$ cat config.mk
export PLATFORM = sky130hd
export DESIGN_NAME = lw_sram
export DESIGN_NICKNAME = d
export VERILOG_FILES = /design/src/rtl/lw_sram_pkg.sv /design/src/rtl/lw_sram_ctrl.sv /design/src/rtl/lw_sram_wbuf.sv /design/src/rtl/lw_sram_array.sv /design/src/rtl/lw_sram.sv
export SDC_FILE = /design/constraint.sdc
export NUM_CORES = 2
export LEC_CHECK = 0
export BUFFER_PORTS_ARGS = -buffer_cell sky130_fd_sc_hd__buf_2
export CAP_MARGIN = 15
export CORE_ASPECT_RATIO = 1.2
export CORE_MARGIN = 8
export CORE_UTILIZATION = 40
export CTS_CLUSTER_DIAMETER = 30
export DETAILED_ROUTE_END_ITERATION = 16
export GPL_TIMING_DRIVEN = 0
export PLACE_DENSITY_LB_ADDON = 0.08
export SETUP_SLACK_MARGIN = 0.15
export SYNTH_ARGS = -nofsm -noshare
export SYNTH_HDL_FRONTEND = slang
export SYNTH_SLANG_ARGS = --single-unit
$ cat constraint.sdc
create_clock -name clk -period 5.1 [get_ports clk]
set_input_delay 1.02 -clock clk [delete_from_list [all_inputs] [get_ports clk]]
set_output_delay 1.02 -clock clk [all_outputs]
set_load 0.1 [all_outputs]
$ cat src/rtl/lw_sram_pkg.sv
package lw_sram_pkg;

  localparam int LANES  = 4;
  localparam int BYTE_W = 8;
  localparam int WORD_W = LANES * BYTE_W;

  typedef enum logic [1:0] {
    OP_DESEL = 2'd0,
    OP_READ  = 2'd1,
    OP_WRITE = 2'd2
  } op_e;

  // Low two word bits at burst step k
  function automatic logic [1:0] burst_low(input logic [1:0] base,
                                           input logic [1:0] step,
                                           input logic       linear);
    return linear ? 2'(base + step) : (base ^ step);
  endfunction

  // Take new bytes where take[i] is set, keep old bytes elsewhere
  function automatic logic [WORD_W-1:0] lane_merge(input logic [WORD_W-1:0] old_w,
                                                   input logic [WORD_W-1:0] new_w,
                                                   input logic [LANES-1:0]  take);
    logic [WORD_W-1:0] res;
    for (int i = 0; i < LANES; i++) begin
      res[i*BYTE_W +: BYTE_W] = take[i] ? new_w[i*BYTE_W +: BYTE_W]
                                        : old_w[i*BYTE_W +: BYTE_W];
    end
    return res;
  endfunction

endpackage

$ cat src/rtl/lw_sram_ctrl.sv
module lw_sram_ctrl
  import lw_sram_pkg::*;
#(
  parameter int AW = 6
) (
  input  logic                clk,
  input  logic                rst_n,
  input  logic                edge_en,
  input  logic                ld_n,
  input  logic                cs_n,
  input  logic                wr_n,
  input  logic                burst_lin,
  input  logic [LANES-1:0]    be_n,
  input  logic [AW-1:0]       addr,
  output op_e                 c_op,
  output logic [AW-1:0]       c_addr,
  output logic [LANES-1:0]    c_be_n,
  output logic [1:0]          c_step
);

  logic [AW-1:0] base_q;
  logic          lin_q;

  always_ff @(posedge clk or negedge rst_n) begin
    if (!rst_n) begin
      c_op   <= OP_DESEL;
      base_q <= '0;
      lin_q  <= 1'b1;
      c_step <= 2'd0;
      c_be_n <= '1;
    end else if (edge_en) begin
      c_be_n <= be_n;
      if (!ld_n) begin
        c_op   <= cs_n ? OP_DESEL : (wr_n ? OP_READ : OP_WRITE);
        base_q <= addr;
        lin_q  <= burst_lin;
        c_step <= 2'd0;
      end else if (c_op != OP_DESEL) begin
        c_step <= c_step + 2'd1;
      end
    end
  end

  assign c_addr = {base_q[AW-1:2], burst_low(base_q[1:0], c_step, lin_q)};

endmodule

$ cat src/rtl/lw_sram_wbuf.sv
module lw_sram_wbuf
  import lw_sram_pkg::*;
#(
  parameter int AW = 6
) (
  input  logic                clk,
  input  logic                rst_n,
  input  logic                edge_en,
  input  op_e                 c_op,
  input  logic [AW-1:0]       c_addr,
  input  logic [LANES-1:0]    c_be_n,
  input  logic [WORD_W-1:0]   wdata,
  output logic                w_valid,
  output logic [AW-1:0]       w_addr,
  output logic [LANES-1:0]    w_be_n,
  output logic [WORD_W-1:0]   w_data
);

  always_ff @(posedge clk or negedge rst_n) begin
    if (!rst_n) begin
      w_valid <= 1'b0;
      w_addr  <= '0;
      w_be_n  <= '1;
      w_data  <= '0;
    end else if (edge_en) begin
      w_valid <= (c_op == OP_WRITE);
      if (c_op == OP_WRITE) begin
        w_addr <= c_addr;
        w_be_n <= c_be_n;
        w_data <= wdata;
      end
    end
  end

endmodule

$ cat src/rtl/lw_sram_array.sv
module lw_sram_array
  import lw_sram_pkg::*;
#(
  parameter int AW = 6
) (
  input  logic                clk,
  input  logic                we,
  input  logic [AW-1:0]       waddr,
  input  logic [LANES-1:0]    wbe_n,
  input  logic [WORD_W-1:0]   wdata,
  input  logic [AW-1:0]       raddr,
  output logic [WORD_W-1:0]   rdata
);

  localparam int DEPTH = 1 << AW;

  for (genvar g = 0; g < LANES; g++) begin : g_lane
    logic [BYTE_W-1:0] mem [DEPTH];

    always_ff @(posedge clk) begin
      if (we && !wbe_n[g]) mem[waddr] <= wdata[g*BYTE_W +: BYTE_W];
    end

    assign rdata[g*BYTE_W +: BYTE_W] = mem[raddr];
  end

endmodule

$ cat src/rtl/lw_sram.sv
module lw_sram
  import lw_sram_pkg::*;
#(
  parameter int AW = 6
) (
  input  logic                clk,
  input  logic                rst_n,
  input  logic                cen_n,
  input  logic                sleep,
  input  logic                ld_n,
  input  logic                cs_n,
  input  logic                wr_n,
  input  logic                burst_lin,
  input  logic [3:0]          be_n,
  input  logic [AW-1:0]       addr,
  input  logic [31:0]         wdata,
  input  logic                oe_n,
  output logic [31:0]         rdata,
  output logic                rdata_oe
);

  logic              edge_en;
  op_e               c_op;
  logic [AW-1:0]     c_addr;
  logic [LANES-1:0]  c_be_n;
  logic [1:0]        c_step;
  logic              w_valid;
  logic [AW-1:0]     w_addr;
  logic [LANES-1:0]  w_be_n;
  logic [WORD_W-1:0] w_data;
  logic [WORD_W-1:0] arr_q;
  logic              commit;
  logic              fwd_hit;
  logic [WORD_W-1:0] read_word;

  assign edge_en = !cen_n && !sleep;
  assign commit  = edge_en && w_valid;

  lw_sram_ctrl #(.AW(AW)) u_ctrl (
    .clk(clk), .rst_n(rst_n), .edge_en(edge_en), .ld_n(ld_n), .cs_n(cs_n),
    .wr_n(wr_n), .burst_lin(burst_lin), .be_n(be_n), .addr(addr),
    .c_op(c_op), .c_addr(c_addr), .c_be_n(c_be_n), .c_step(c_step)
  );

  lw_sram_wbuf #(.AW(AW)) u_wbuf (
    .clk(clk), .rst_n(rst_n), .edge_en(edge_en), .c_op(c_op), .c_addr(c_addr),
    .c_be_n(c_be_n), .wdata(wdata), .w_valid(w_valid), .w_addr(w_addr),
    .w_be_n(w_be_n), .w_data(w_data)
  );

  lw_sram_array #(.AW(AW)) u_array (
    .clk(clk), .we(commit), .waddr(w_addr), .wbe_n(w_be_n), .wdata(w_data),
    .raddr(c_addr), .rdata(arr_q)
  );

  assign fwd_hit   = w_valid && (w_addr == c_addr);
  assign read_word = lane_merge(arr_q, w_data, ~w_be_n & {LANES{fwd_hit}});
  assign rdata_oe  = (c_op == OP_READ) && !oe_n && !sleep;
  assign rdata     = rdata_oe ? read_word : '0;

endmodule

==> results.md <==
* Status: complete, but fails checks
* Violated checks: setup timing
* Iter 0 DRT Violations at roughly 12000
* Final hold violation count at 0
* Critical Setup Path Class: reg -> out
* Die H at about 520 um
* Synth cell count leaders: edfxtp_1, nand2_1, nor2_1
* CTS max path bufs at 4
* Mapped Cells at ~5400
* H-tree levels at 5
* Grt total ovfl at 0
* Final critical-path required period at 5880 ps
* P_int at between 50 and 60 mW
* Clock power frac at between 30% and 40%
* Setup ws final at -783 ps
* Die Area at approximately 230000 sq um
* Max FO, Critical Path at 7
* Worst-margin pin slew at between 1000 and 1500 ps
* CTS clock-pin slew for the worst setup and hold paths at about 50 ps
* Ys flop type: edfxtp_1
* FF-to-FF End: u_array.g_lane[0].mem[59][0]$_DFFE_PP_
* PwrDens at between 700 and 800 nW/um^2
* CP required at 4080 ps
* Area grow syn2layout at 36.9%
* Final core occ at a little over half
* Routed Antenna Nets at 0
* Routed wire per std cell at 47.8 um
* Post-DP HPWL at 310 mm
* Critical path's slowest cell: a221o_1
* 1st-pass router iterations at 7
* Final wirelength at around 460 mm
* Unrepaired setup endpoints after global routing: true
* Worst reg-to-reg path cell count at 5
* Die width at approximately 440 um
* Flop-to-flop setup slack at roughly 1100 ps
* GRT Util Overall at between 30% and 40%
* Sequential Power Share at around a quarter
* Pins Over Slew Limit at 0
* Startpoint types: flip-flop
* Starting Density at 40.2%
* Final GP Congestion at around 1.1
* # setup viols final at 32
* Pleak at ~40 nW
* Final worst-path cycle share at 115%
* Asr flop ratio synth at under 10%
* Clock sink total at 2106
* Number of global-route vias before repair at about 58000
* DRC viols at 0
* Share of cells above drive strength 1 at between 30% and 40%
* Slowest cell delay on critical path at ~620 ps
* Initial antenna violation count at 39
* Area fraction of the dominant cell type after synthesis at between 70 and 80%
* Skew-Pair Late Insertion Delay at 1030 ps
* Critical Path Source: u_ctrl.base_q[0]$_DFFE_PN0P_
* Data arrival, critical path at 4860 ps
* Worst setup EP type: primary output
* Switching power at 34.0 mW
* Worst hold path class: in -> reg
* Layout net count at between 6000 and 7000
* Max Clock Freq at around 0.17 GHz
* Seq/Total Area, Yosys at roughly 74%
* Vias per cell at around 6.6
* CTS root buf: clkbuf_16
* Mapped Area at 84900 sq um
* Comb pwr share at roughly 40%
* Largest net degree at the start of global routing at 68
* Post-synth cell types at 81
* First-pass GRT wire length at between 500 and 600 mm
* Sw Ratio at around two fifths
* Routed vias at 62922
* Maximum vdd drop at between 0.6 and 0.7 mV
* FF-to-FF Start: u_wbuf.w_addr[1]$_DFFE_PN0P_
* Top post-synthesis cells by area: edfxtp_1, mux4_2, nand2_1
* I/O pins at 84
* Net Count, Synth at around 5500
* Inserted Clock Buffers at around 440
* Top-count cell post-synth: edfxtp_1
* Max cap viols at 0
* Ys Warns at 0
* Mean Syn Cell Area at 15.7 sq um
* Port Buffer Count at 83
* Area leader, netlist: edfxtp_1
* Critical-path cell list: ha_4, buf_12, buf_16, clkinvlp_4, buf_6, nor2_4, clkbuf_16, clkbuf_16, nand3_2, nand4_1, nand4_1, a221o_1, buf_12
* Relative slew slack at a little under an eighth
* Worst setup endpoint: rdata[26]
* Fillers at about 17000
* Flops & latches, synth at ~2100
* Worst slack at placement at -2660 ps
* Post-synth EDFFs at ~2000
* CTS tree: yes
* Skew final at 73.5 ps
* Core area at between 200000 and 250000 sq um
* Row cnt at around 190
## critical path: cells and delay by family, from the launching register on
| family | cells | cell delay (ps) |
|---|---|---|
| buffers and inverters | 7 | 1260 |
| AND/OR/NAND/NOR | 4 | 980 |
| AO/OA/AOI/OAI | 1 | 620 |
| flip-flops | 1 | 510 |
| adder cells (fa/ha/maj) | 1 | 410 |
## how the worst min path moves through the flow
stage / start / to / slack (ps) / cells after the start
2_1_floorplan: u_ctrl.c_be_n[0]$_DFFE_PN1P_ / u_ctrl.c_be_n[0]$_DFFE_PN1P_ / 440 / 2
3_3_place_gp: u_ctrl.c_be_n[0]$_DFFE_PN1P_ / u_ctrl.c_be_n[0]$_DFFE_PN1P_ / 450 / 2
3_5_place_dp: u_ctrl.c_be_n[0]$_DFFE_PN1P_ / u_ctrl.c_be_n[0]$_DFFE_PN1P_ / 450 / 2
4_1_cts: be_n[3] / u_ctrl.c_be_n[3]$_DFFE_PN1P_ / 180 / 3
5_1_grt: wdata[30] / u_wbuf.w_data[30]$_DFFE_PN0P_ / 190 / 2
6_report: be_n[1] / u_ctrl.c_be_n[1]$_DFFE_PN1P_ / 210 / 3
## layout by cell type, fill, tap and decap left out, drive strengths merged, types with 49 or more instances in the layout
cell / instances
dfrtp: 49
mux4: 221
nor3: 151
mux2: 71
edfxtp: 2048
buf: 722
a21oi: 71
o21ai: 69
nor2: 364
mux2i: 248
clkinv: 173
nand3: 245
nand2: 860
bufinv: 54
clkbuf: 699
nand4: 52
a31oi: 98
## per-stage QoR
stage | TNS (ps) | power (mW) | area, sq um | hold slack, ps | instances
2_1_floorplan | 0 | 32.2 | 85000 | 437 | 5402
3_3_place_gp | -117730 | 46.5 | 88900 | 452 | 8290
3_5_place_dp | -73910 | 47.5 | 91700 | 455 | 8445
4_1_cts | -16450 | 82.0 | 113000 | 184 | 9395
5_1_grt | -17300 | 86.9 | 116000 | 188 | 9569
6_report | -19510 | 87.1 | 116000 | 209 | 9582
## flip-flops by register name, summed over array words and instances, names as in the netlist
name	count
u_ctrl.c_be_n	4
u_wbuf.w_addr	6
u_ctrl.base_q	6
u_array.g_lane.mem	2048
u_ctrl.c_step	2
u_wbuf.w_be_n	4
u_ctrl.c_op	2
u_ctrl.lin_q	1
u_wbuf.w_data	32
u_wbuf.w_valid	1
## layer usage
| layer | vias up | GRT usage, % | share of wire (%) |
|---|---|---|---|
| met3 | 1593 | 12.9 | 13 |
| li1 | 23359 | - | - |
| met1 | 32384 | 48.2 | 35 |
| met5 | - | 0 | 0.015 |
| met2 | 5574 | 54.5 | 41 |
| met4 | 12 | 31.2 | 10 |
## power groups by stage
stage          clock (mW)  combinational, mW  sequential (mW)
2_1_floorplan           0               9.13             23.1
3_3_place_gp            0               21.7             24.9
3_5_place_dp            0               24.4             23.1
4_1_cts              28.3               30.9             22.8
5_1_grt              29.2               34.8             22.9
6_report             28.4               35.8             22.8
## timing repair
item	in CTS	in global routing
gates cloned	8	6
gates resized for setup	1232	279
buffers inserted	144	150
hold buffers	1	0
hold endpoints to repair	10	0
setup endpoints to repair	33	32
pin swaps	89	87
## logic make-up after synthesis
family / after synthesis / share of synthesized area (%)
xor+xnor: 10 / 0.159
flops: 2106 / 74.2
mux: 540 / 9.73
fa+ha+maj: 1 / 0.0147
buf+inv: 370 / 1.82
simple gates: 1800 / 9.14
compound gates: 575 / 4.95
## layout make-up
| cell class | instances | area, sq um | share of cell area, % |
|---|---|---|---|
| sequential | 2106 | 63000 | 54.3 |
| inverter | 9 | 53.8 | 0.0463 |
| buffer | 361 | 4870 | 4.19 |
| multi-input combinational | 2926 | 22700 | 19.5 |
| clock buffer | 503 | 11500 | 9.90 |
| clock inverter | 294 | 3110 | 2.68 |
| antenna | 16 | 40.0 | 0.0345 |
| tap | 2805 | 3510 | 3.02 |
| timing repair buffer | 562 | 7400 | 6.37 |
(Power assumes the default switching activity.)
